[config.mk]
export PLATFORM = sky130hd
export DESIGN_NAME = phy_bringup_seq
export DESIGN_NICKNAME = d
export VERILOG_FILES = /design/src/rtl/phy_seq_pkg.sv /design/src/rtl/phy_seq_timer.sv /design/src/rtl/phy_id_matcher.sv /design/src/rtl/phy_seq_ctrl.sv /design/src/rtl/phy_bringup_seq.sv
export SDC_FILE = /design/constraint.sdc
export NUM_CORES = 1
export LEC_CHECK = 0
export BUFFER_PORTS_ARGS = -buffer_cell sky130_fd_sc_hd__buf_2
export CAP_MARGIN = 10
export CORE_ASPECT_RATIO = 1.25
export CORE_UTILIZATION = 35
export DETAILED_ROUTE_END_ITERATION = 16
export PLACE_DENSITY_LB_ADDON = 0.12
export SLEW_MARGIN = 5
export SYNTH_ARGS = -nofsm -noshare
export SYNTH_HDL_FRONTEND = slang
export SYNTH_SLANG_ARGS = --single-unit
[constraint.sdc]
create_clock -name clk -period 4 [get_ports clk]
set_clock_uncertainty 0.15 [all_clocks]
set_input_delay 0.2 -clock clk [delete_from_list [all_inputs] [get_ports clk]]
set_output_delay 0.2 -clock clk [all_outputs]
set_load 0.01 [all_outputs]
[src/rtl/phy_seq_pkg.sv]
package phy_seq_pkg;

  localparam int REG_CTL = 0;
  localparam int REG_ID_HI = 2;
  localparam int REG_ID_LO = 3;
  localparam int BIT_RESET = 15;
  localparam int BIT_ISOLATE = 10;

  localparam int NUM_ENTRIES = 2;
  localparam int CLS_W = 1;
  localparam int CAP_W = 7;

  typedef enum logic [3:0] {
    S_IDLE, S_RD_CTL, S_WR_RST, S_SETTLE, S_POLL_RD, S_POLL_GAP,
    S_WR_ISO, S_RD_ID1, S_RD_ID2, S_DONE, S_FAIL
  } seq_state_e;

  // control word for the reset write: isolation off, reset on
  function automatic logic [15:0] reset_ctl(input logic [15:0] v);
    logic [15:0] r;
    r = v;
    r[BIT_ISOLATE] = 1'b0;
    r[BIT_RESET] = 1'b1;
    return r;
  endfunction

  function automatic logic [15:0] unisolate_ctl(input logic [15:0] v);
    logic [15:0] r;
    r = v;
    r[BIT_ISOLATE] = 1'b0;
    return r;
  endfunction

  function automatic logic [31:0] form_id(input logic [15:0] hi, input logic [15:0] lo);
    return {hi, lo[15:4], 4'h0};
  endfunction

  function automatic logic [31:0] entry_value(input int idx);
    case (idx)
      0: return 32'h000F_C410;
      default: return 32'h0000_0000;
    endcase
  endfunction

  function automatic logic [31:0] entry_mask(input int idx);
    case (idx)
      0: return 32'h000F_FFF0;
      default: return 32'h0000_0000;
    endcase
  endfunction

  function automatic logic id_hits(input logic [31:0] id, input logic [31:0] val,
                                   input logic [31:0] msk);
    return (id & msk) == val;
  endfunction

  // bit0 10H, bit1 10F, bit2 100H, bit3 100F, bit4 1000H, bit5 1000F, bit6 autoneg
  function automatic logic [CAP_W-1:0] cap_for_class(input logic [CLS_W-1:0] cls);
    logic [CAP_W-1:0] base;
    base = 7'b100_1111;
    if (cls == '0) return base | 7'b011_0000;
    return base;
  endfunction

endpackage

[src/rtl/phy_seq_timer.sv]
module phy_seq_timer #(
  parameter int CNT_W = 8
) (
  input  logic             clk,
  input  logic             rst_n,
  input  logic             load,
  input  logic [CNT_W-1:0] load_cycles,
  output logic             expire,
  output logic             running
);

  logic [CNT_W-1:0] cnt_q;
  logic             run_q;

  always_ff @(posedge clk or negedge rst_n) begin
    if (!rst_n) begin
      cnt_q <= '0;
      run_q <= 1'b0;
    end else if (load) begin
      cnt_q <= load_cycles - CNT_W'(1);
      run_q <= 1'b1;
    end else if (run_q) begin
      if (cnt_q == '0) run_q <= 1'b0;
      else cnt_q <= cnt_q - CNT_W'(1);
    end
  end

  assign expire  = run_q && (cnt_q == '0);
  assign running = run_q;

endmodule

[src/rtl/phy_id_matcher.sv]
module phy_id_matcher
  import phy_seq_pkg::*;
#(
  parameter int ENTRIES = NUM_ENTRIES
) (
  input  logic [31:0]      id,
  output logic [CLS_W-1:0] cls
);

  logic [ENTRIES-1:0] hit;

  for (genvar g = 0; g < ENTRIES; g++) begin : g_entry
    assign hit[g] = id_hits(id, entry_value(g), entry_mask(g));
  end

  // lowest index wins; last entry is the catch-all
  always_comb begin
    cls = CLS_W'(ENTRIES - 1);
    for (int i = ENTRIES - 1; i >= 0; i--) begin
      if (hit[i]) cls = CLS_W'(i);
    end
  end

endmodule

[src/rtl/phy_seq_ctrl.sv]
module phy_seq_ctrl
  import phy_seq_pkg::*;
#(
  parameter int POLL_LIMIT = 10000,
  parameter int SETTLE_CYC = 12500,
  parameter int GAP_CYC    = 1250,
  parameter int CNT_W      = 14,
  parameter int PC_W       = 14
) (
  input  logic             clk,
  input  logic             rst_n,
  input  logic             start,
  input  logic [4:0]       phy_addr,
  input  logic             acc_ack,
  input  logic [15:0]      acc_rdata,
  input  logic             tmr_expire,
  output logic             acc_req,
  output logic             acc_write,
  output logic [4:0]       acc_phy,
  output logic [4:0]       acc_reg,
  output logic [15:0]      acc_wdata,
  output logic             tmr_load,
  output logic [CNT_W-1:0] tmr_cycles,
  output logic [31:0]      id_word,
  output logic             busy,
  output logic             done,
  output logic             error,
  output logic             waiting,
  output logic             rst_wr_phase,
  output logic             iso_wr_phase,
  output logic [PC_W-1:0]  poll_count
);

  seq_state_e      state_q;
  logic [4:0]      addr_q;
  logic [15:0]     ctl_q;
  logic [15:0]     id_hi_q;
  logic [31:0]     id_q;
  logic [PC_W-1:0] poll_q;
  logic            last_poll;
  logic            poll_busy;
  logic            can_start;

  assign can_start = (state_q == S_IDLE) || (state_q == S_DONE) || (state_q == S_FAIL);
  assign last_poll = ({1'b0, poll_q} + 1'b1) == (PC_W + 1)'(POLL_LIMIT);
  assign poll_busy = acc_rdata[BIT_RESET];

  always_ff @(posedge clk or negedge rst_n) begin
    if (!rst_n) begin
      state_q <= S_IDLE;
      addr_q  <= '0;
      ctl_q   <= '0;
      id_hi_q <= '0;
      id_q    <= '0;
      poll_q  <= '0;
    end else begin
      case (state_q)
        S_IDLE, S_DONE, S_FAIL: begin
          if (start) begin
            addr_q  <= phy_addr;
            poll_q  <= '0;
            state_q <= S_RD_CTL;
          end
        end
        S_RD_CTL: begin
          if (acc_ack) begin
            ctl_q   <= reset_ctl(acc_rdata);
            state_q <= S_WR_RST;
          end
        end
        S_WR_RST: if (acc_ack) state_q <= S_SETTLE;
        S_SETTLE: if (tmr_expire) state_q <= S_POLL_RD;
        S_POLL_RD: begin
          if (acc_ack) begin
            poll_q <= poll_q + PC_W'(1);
            if (!poll_busy) begin
              ctl_q   <= unisolate_ctl(acc_rdata);
              state_q <= acc_rdata[BIT_ISOLATE] ? S_WR_ISO : S_RD_ID1;
            end else if (last_poll) begin
              state_q <= S_FAIL;
            end else begin
              state_q <= S_POLL_GAP;
            end
          end
        end
        S_POLL_GAP: if (tmr_expire) state_q <= S_POLL_RD;
        S_WR_ISO: if (acc_ack) state_q <= S_RD_ID1;
        S_RD_ID1: begin
          if (acc_ack) begin
            id_hi_q <= acc_rdata;
            state_q <= S_RD_ID2;
          end
        end
        S_RD_ID2: begin
          if (acc_ack) begin
            id_q    <= form_id(id_hi_q, acc_rdata);
            state_q <= S_DONE;
          end
        end
        default: state_q <= S_IDLE;
      endcase
    end
  end

  always_comb begin
    acc_req   = 1'b0;
    acc_write = 1'b0;
    acc_reg   = 5'(REG_CTL);
    acc_wdata = '0;
    case (state_q)
      S_RD_CTL, S_POLL_RD: acc_req = 1'b1;
      S_WR_RST, S_WR_ISO: begin
        acc_req   = 1'b1;
        acc_write = 1'b1;
        acc_wdata = ctl_q;
      end
      S_RD_ID1: begin
        acc_req = 1'b1;
        acc_reg = 5'(REG_ID_HI);
      end
      S_RD_ID2: begin
        acc_req = 1'b1;
        acc_reg = 5'(REG_ID_LO);
      end
      default: ;
    endcase
  end

  assign tmr_load   = acc_ack && ((state_q == S_WR_RST) ||
                                  ((state_q == S_POLL_RD) && poll_busy && !last_poll));
  assign tmr_cycles = (state_q == S_WR_RST) ? CNT_W'(SETTLE_CYC) : CNT_W'(GAP_CYC);

  assign acc_phy      = addr_q;
  assign id_word      = id_q;
  assign busy         = !can_start;
  assign done         = state_q == S_DONE;
  assign error        = state_q == S_FAIL;
  assign waiting      = (state_q == S_SETTLE) || (state_q == S_POLL_GAP);
  assign rst_wr_phase = state_q == S_WR_RST;
  assign iso_wr_phase = state_q == S_WR_ISO;
  assign poll_count   = poll_q;

endmodule

[src/rtl/phy_bringup_seq.sv]
module phy_bringup_seq
  import phy_seq_pkg::*;
#(
  parameter int CYC_PER_US  = 125,
  parameter int SETTLE_US   = 100,
  parameter int POLL_GAP_US = 10,
  parameter int POLL_LIMIT  = 10000
) (
  input  logic                          clk,
  input  logic                          rst_n,
  input  logic                          start,
  input  logic [4:0]                    phy_addr,
  output logic                          acc_req,
  output logic                          acc_write,
  output logic [4:0]                    acc_phy,
  output logic [4:0]                    acc_reg,
  output logic [15:0]                   acc_wdata,
  input  logic                          acc_ack,
  input  logic [15:0]                   acc_rdata,
  output logic                          busy,
  output logic                          done,
  output logic                          error,
  output logic [phy_seq_pkg::CLS_W-1:0] phy_class,
  output logic [phy_seq_pkg::CAP_W-1:0] cap_mask
);

  localparam int SETTLE_CYC = SETTLE_US * CYC_PER_US;
  localparam int GAP_CYC    = POLL_GAP_US * CYC_PER_US;
  localparam int MAX_CYC    = (SETTLE_CYC > GAP_CYC) ? SETTLE_CYC : GAP_CYC;
  localparam int CNT_W      = $clog2(MAX_CYC + 1);
  localparam int PC_W       = $clog2(POLL_LIMIT + 1);

  logic             tmr_load;
  logic [CNT_W-1:0] tmr_cycles;
  logic             tmr_expire;
  logic             tmr_running;
  logic [31:0]      id_word;
  logic [CLS_W-1:0] match_cls;
  logic             seq_waiting;
  logic             rst_wr_phase;
  logic             iso_wr_phase;
  logic [PC_W-1:0]  poll_count;

  phy_seq_ctrl #(
    .POLL_LIMIT (POLL_LIMIT),
    .SETTLE_CYC (SETTLE_CYC),
    .GAP_CYC    (GAP_CYC),
    .CNT_W      (CNT_W),
    .PC_W       (PC_W)
  ) u_ctrl (
    .clk          (clk),
    .rst_n        (rst_n),
    .start        (start),
    .phy_addr     (phy_addr),
    .acc_ack      (acc_ack),
    .acc_rdata    (acc_rdata),
    .tmr_expire   (tmr_expire),
    .acc_req      (acc_req),
    .acc_write    (acc_write),
    .acc_phy      (acc_phy),
    .acc_reg      (acc_reg),
    .acc_wdata    (acc_wdata),
    .tmr_load     (tmr_load),
    .tmr_cycles   (tmr_cycles),
    .id_word      (id_word),
    .busy         (busy),
    .done         (done),
    .error        (error),
    .waiting      (seq_waiting),
    .rst_wr_phase (rst_wr_phase),
    .iso_wr_phase (iso_wr_phase),
    .poll_count   (poll_count)
  );

  phy_seq_timer #(.CNT_W(CNT_W)) u_timer (
    .clk         (clk),
    .rst_n       (rst_n),
    .load        (tmr_load),
    .load_cycles (tmr_cycles),
    .expire      (tmr_expire),
    .running     (tmr_running)
  );

  phy_id_matcher u_match (
    .id  (id_word),
    .cls (match_cls)
  );

  assign phy_class = done ? match_cls : '0;
  assign cap_mask  = done ? cap_for_class(match_cls) : '0;

endmodule

==> reports/results.ini, run 1 <==
[drt]
drt_pass1_iterations=4
drtIter0Drc=89
detail-route-antenna-nets=0
wl_per_cell_um=15.32
detailroute.via_count=3166
drt-total-wl_mm=9.317
drc_errors=0
viasPerCell=5.207

[final_layout]
layout-drive-gt1-share_pct=26.89
instances_no_fill=608
fin_nets=498
antenna_cells=0
syn2layout_area_growth_pct=23.46

[timing]
min_period_over_period_pct=89.15
hold_viol=0
rsz0062_at_grt=false
drv_slew=0
worst_pin_slew_ns=0.9655
slew_headroom_pct=35.40
finalSetupViolCount=0
min_period_ns=3.566
tns_ns=0
fmax_mhz=280.4

[setup_path]
crit_start=u_ctrl.poll_count[1]$_DFFE_PN0P_
r2r-start=u_ctrl.poll_count[1]$_DFFE_PN0P_
cp_slowest_cell=dfrtp_1
crit_required_ns=4.08
critPathBufInv=1
worstPathArrival_ns=3.64
end_kind=flop
crit_family=compound AO/OA/AOI/OAI gates
crit_path_start_kind=flop
crit_path_cell_trace=ha_2 -> nand3_1 -> xnor2_1 -> a31oi_1 -> nor4_1 -> nor2_1 -> o21ai_0 -> ha_1 -> nand2_1 -> a2111oi_2 -> buf_4 -> nand3_1 -> xnor2_1 -> a21o_1
path_max_fanout=9
r2r_slack_ns=0.43
max_stage_delay_ns=0.49
critical_path_class=flop to flop

[logic_synthesis]
synth-seq-cells=73
syn_inst=398
async_flop_share_pct=100.0
avgSynthCellArea_um2=9.849
syn-cell-area_mm2=0.003920
yosysSeqAreaShare_pct=46.60
synth_top_cells_by_count=73 x dfrtp_1, 40 x mux2_2, 35 x nand2_1
synthTopCellsByArea=dfrtp_1 47%, mux2_2 11%, o21ai_0 4.2%, nand2_1 3.4%, and2_1 3.2%
yosysWarnings=0
ys.flop_type=dfrtp_1
yosys.area.top_type=dfrtp_1
yosysMostFrequentCell=dfrtp_1
synth_cell_types=56
synth-edff-count=0
yosysTopAreaCellShare_pct=46.60

[global_route]
grt_max_degree=74
antenna_found_initial=0
grt_pass1_vias=3136
grt-ovfl-total=0
grt_pass1_wl_mm=15.68
track_usage_pct=16.90

[status]
status=completed

[floorplanning]
initial_core_util_pct=36.57
pin_count=64
fp-row-count=42
core_region_area_mm2=0.01072
die_width_um=96.66
die_height_um=120.3
dieArea_mm2=0.01163

[job]
maxCapViolations=0

[placed_design]
port_buffers=59
dp_hpwl_mm=6.377
dp.cells=571
gp_routability_congestion=0.8629

[clocking]
cts_tree=done
clock-sinks=73
cts_buffer_depth=2
numCtsBuffers=9
h-tree-depth=3
clk_pin_slew_ns=0.06
clock_latency_ns=0.33
cts-root-buf=clkbuf_16

[worst_hold_path]
min_from=acc_rdata[15]
min_path_type=input pin to flop

[pwr]
power_leakage_nw=2.198
irDropWorstVdd_mv=0.4200
power-per-cell-area_mw_per_mm2=677.9

==> layout make-up <==
| cell class | count | area (µm²) |
|---|---|---|
| Timing Repair Buffer | 88 | 568.0 |
| Sequential cell | 73 | 1827 |
| Clock inverter | 5 | 78.83 |
| Tap cell | 132 | 165.2 |
| Fill cell | 1053 | 5881 |
| Inverter | 9 | 33.78 |
| Clock buffer | 11 | 242.7 |
| Multi-Input combinational cell | 290 | 1924 |
==> registers in the layout, indices dropped and copies added (netlist names) <==
| name | flops |
|---|---|
| u_ctrl.acc_phy | 5 |
| u_ctrl.id_hi_q | 4 |
| u_ctrl.id_word | 16 |
| u_ctrl.ctl_q | 15 |
| u_ctrl.state_q | 4 |
| u_timer.running | 1 |
| u_ctrl.poll_count | 14 |
| u_timer.cnt_q | 14 |
==> placed cells by master (no fill, tap or decap), drive strengths merged, types with 3 or more instances in the layout <==
| cell type | count |
|---|---|
| dfrtp | 73 |
| xor2 | 6 |
| nand2b | 5 |
| nor4 | 4 |
| buf | 67 |
| dlygate4sd3 | 21 |
| o211ai | 3 |
| a21oi | 8 |
| clkinv | 3 |
| and2 | 20 |
| nor3 | 13 |
| o31ai | 4 |
| or3 | 6 |
| nand2 | 36 |
| nand4 | 9 |
| xnor2 | 8 |
| or4 | 3 |
| nor2 | 26 |
| o21ai | 34 |
| mux2 | 40 |
| inv | 9 |
| a21o | 5 |
| a31oi | 5 |
| conb | 4 |
| a211oi | 3 |
| clkbuf | 11 |
| nand3 | 13 |
==> power by group <==
part,internal (mW),switching [mW]
logic,0.564,0.610
registers,1.01,0.223
clock network,0.562,0.315
total,2.13,1.15
==> worst register-to-register path, cell delays in order, from the launching register on <==
cell	delay [ns]
dfrtp_1	0.49
ha_2	0.34
nand3_1	0.16
xnor2_1	0.17
a31oi_1	0.16
nor4_1	0.37
nor2_1	0.09
o21ai_0	0.17
ha_1	0.32
nand2_1	0.10
a2111oi_2	0.33
buf_4	0.20
nand3_1	0.09
xnor2_1	0.16
a21o_1	0.18
==> logic make-up after synthesis <==
family	synth area share (%)
AO/OA/AOI/OAI	14.01
AND/OR/NAND/NOR	19.25
multiplexers	11.49
buffers and inverters	4.787
flip-flops	46.60
XOR/XNOR	3.128
adder cells (fa/ha/maj)	0.6383
other	0.09566
==> stage by stage <==
stage	area (µm²)	power (mW)	util, %	setup WS (ns)	hold slack [ns]
floorplan	3936	2.033	-	0.08933	-0.2456
global placement	4305	2.381	40.16	0.4395	0.2614
detailed placement	4305	2.404	40.16	0.3635	0.2588
CTS	4837	3.308	45.12	0.3442	0.08317
global route	4840	3.521	45.14	0.04363	0.1381
finish	4840	3.281	45.14	0.4341	0.09748
==> repair_timing <==
item                       in CTS  in global routing
setup endpoints to repair       0                  2
buffers inserted                0                  0
hold endpoints to repair      107                  0
resized for setup               0                  1
hold buffers                   21                  0
==> routing by layer <==
metal  share of wire, %  track usage, %  wire length (µm)
met3                3.9           4.566               367
met2                 51           28.83              4713
met5                  0               0                 0
met4                1.6           6.437               148
met1                 44           20.30              4088
==> final timing paths <==
kind,end,cells after the start
max in group asynchronous,u_ctrl.id_word[14]$_DFFE_PN0P_,2
min,u_ctrl.id_word[15]$_DFFE_PN0P_,3
min in group asynchronous,u_timer.cnt_q[10]$_DFFE_PN0P_,2
min reg2reg,u_ctrl.ctl_q[15]$_DFFE_PN0P_,2
max reg2reg,u_timer.cnt_q[10]$_DFFE_PN0P_,14
max,u_timer.cnt_q[10]$_DFFE_PN0P_,14
Note: power is estimated with default switching activity, not from simulation.
==> run 2: changes to the inputs <==
CTS_BUF_LIST = sky130_fd_sc_hd__clkbuf_4 sky130_fd_sc_hd__clkbuf_8   (was default)
==> reports/results.ini, run 2 (synthesized netlist as in run 1, its figures left out) <==
[status]
status=completed

[pwr]
power_frac_comb_pct=38.4  ; +2.6 points
switchingPower_mw=1.125  ; -2.0%
switching_share_pct=36.67  ; +1.7 points
power_leakage_nw=2.155  ; -1.9%
clkPwrFrac_pct=21.6  ; -5.1 points
p_seq_share_pct=40.0  ; +2.5 points
irDropWorstVdd_mv=0.2998  ; -29%
power.internal_mw=1.943  ; -8.9%
power-per-cell-area_mw_per_mm2=647.1  ; -4.5%
power.total_mw=3.069  ; -6.5%

[worst_hold_path]
min_to=u_ctrl.id_word[15]$_DFFE_PN0P_
min_path_type=input pin to flop
min_from=acc_rdata[15]
hold_path_depth=3  ; unchanged

[timing]
hold_viol=0  ; unchanged
fin_hold_ws_ns=0.07783  ; -0.01965 ns
worst_pin_slew_ns=0.9468  ; -0.01863 ns
fmax_mhz=279.3  ; -0.39%
drv_slew=0  ; unchanged
min_period_over_period_pct=89.50  ; +0.35 points
finalSetupViolCount=0  ; unchanged
rsz0062_at_grt=false
slew_headroom_pct=36.64  ; +1.2 points
min_period_ns=3.580  ; +0.01409 ns
tns_ns=0  ; unchanged

[clocking]
clock-sinks=73  ; unchanged
clk_pin_slew_ns=0.08  ; +0.02 ns
cts_tree=done
cts-root-buf=clkbuf_8
cts_buffer_depth=2  ; unchanged
numCtsBuffers=9  ; unchanged
h-tree-depth=3  ; unchanged
clock_latency_ns=0.35  ; +0.02 ns

[final_layout]
fin_nets=498  ; unchanged
layout-drive-gt1-share_pct=27.10  ; +0.21 points
antenna_cells=0  ; unchanged
layout_commonest_cell=dfrtp_1
syn2layout_area_growth_pct=20.97
largest_reg_flops=16  ; unchanged
mostFrequentLayoutCells=73 x dfrtp_1, 58 x buf_2, 40 x mux2_2

[drt]
drt-total-wl_mm=9.365  ; +0.52%
drt_pass1_iterations=4  ; unchanged
drtIter0Drc=125  ; +40%
wl_per_cell_um=15.40  ; +0.52%
drc_errors=0  ; unchanged
viasPerCell=5.220  ; +0.25%
detail-route-antenna-nets=0  ; unchanged
detailroute.via_count=3174  ; +0.25%

[setup_path]
end_kind=flop
r2r-start=u_ctrl.poll_count[1]$_DFFE_PN0P_
crit_required_ns=4.10  ; +0.02 ns
critical_path_class=flop to flop
path_max_fanout=9  ; unchanged
worstPathArrival_ns=3.68  ; +0.04 ns
r2r_slack_ns=0.42  ; about the same
reg2regPathDepth=14  ; unchanged
crit_path_start_kind=flop
r2r-end=u_timer.cnt_q[10]$_DFFE_PN0P_

[global_route]
grt_pass1_vias=3130  ; -0.19%
grt_max_degree=74  ; unchanged
grt-ovfl-total=0  ; unchanged
antenna_found_initial=0  ; unchanged
grt_pass1_wl_mm=15.68  ; unchanged
track_usage_pct=16.83  ; -0.063 points

[floorplanning]
die_height_um=120.3  ; unchanged
core_region_area_mm2=0.01072  ; unchanged
die_width_um=96.66  ; unchanged
pin_count=64  ; unchanged
dieArea_mm2=0.01163  ; unchanged
initial_core_util_pct=36.57  ; unchanged
fp-row-count=42  ; unchanged

[placed_design]
gp_routability_congestion=0.8629  ; unchanged
dp_hpwl_mm=6.377  ; unchanged
port_buffers=59  ; unchanged

[job]
maxCapViolations=0  ; unchanged

## run 2: layer usage
metal	vias up	GRT usage [%]	wire length, µm
met4	0	6.343	150
met3	9	4.220	390
met5	-	0	0
li1	1563	-	-
met1	1543	20.30	4119
met2	59	28.92	4704
## run 2: worst max path at each step
stage                                                to  cells after the start                        startpoint
after global placement    u_timer.cnt_q[10]$_DFFE_PN0P_                     14  u_ctrl.poll_count[0]$_DFFE_PN0P_
final                     u_timer.cnt_q[10]$_DFFE_PN0P_                     14  u_ctrl.poll_count[1]$_DFFE_PN0P_
after detailed placement  u_timer.cnt_q[10]$_DFFE_PN0P_                     14  u_ctrl.poll_count[0]$_DFFE_PN0P_
after CTS                 u_timer.cnt_q[10]$_DFFE_PN0P_                     14  u_ctrl.poll_count[0]$_DFFE_PN0P_
after global routing      u_timer.cnt_q[10]$_DFFE_PN0P_                     14  u_ctrl.poll_count[1]$_DFFE_PN0P_
after floorplan           u_timer.cnt_q[10]$_DFFE_PN0P_                     15  u_ctrl.poll_count[1]$_DFFE_PN0P_
## run 2: repair_timing
action,CTS,global route
endpoints found under the setup margin,0,2
gates resized for setup,0,1
buffers inserted,0,0
endpoints found under the hold margin,107,0
hold buffers,21,0
## run 2: cell type report
cell class              instances  area [µm²]
multi-input cells             290        1924
clock buffers                  11       145.1
clock inverters                 5       78.83
repair buffers                 88       568.0
well taps                     132       165.2
inverters                       9       33.78
fillers                      1067        5978
flip-flops and latches         73        1827
## run 2: per-stage QoR
stage	area, µm²	util (%)	setup slack (ns)	std cells
after global routing	4742	44.23	0.04360	608
after global placement	4305	40.16	0.4395	571
after CTS	4740	44.21	0.3400	608
after floorplan	3936	-	0.08933	401
final	4742	44.23	0.4200	608
after detailed placement	4305	40.16	0.3635	571
## run 2: power groups by stage
stage,Clock [mW],Combinational [mW],Sequential (mW)
2_1_floorplan,0,0.882,1.15
3_3_place_gp,0,1.16,1.22
3_5_place_dp,0,1.17,1.24
4_1_cts,0.679,1.19,1.22
5_1_grt,0.714,1.32,1.27
6_report,0.663,1.18,1.23
## run 2: worst max-delay path, cell delays in order (launching register included)
cell and delay (ns):
dfrtp_1 0.49, ha_2 0.34, nand3_1 0.16, xnor2_1 0.17, a31oi_1 0.16, nor4_1 0.37
nor2_1 0.09, o21ai_0 0.18, ha_1 0.32, nand2_1 0.10, a2111oi_2 0.33, buf_4 0.19
nand3_1 0.09, xnor2_1 0.16, a21o_1 0.18
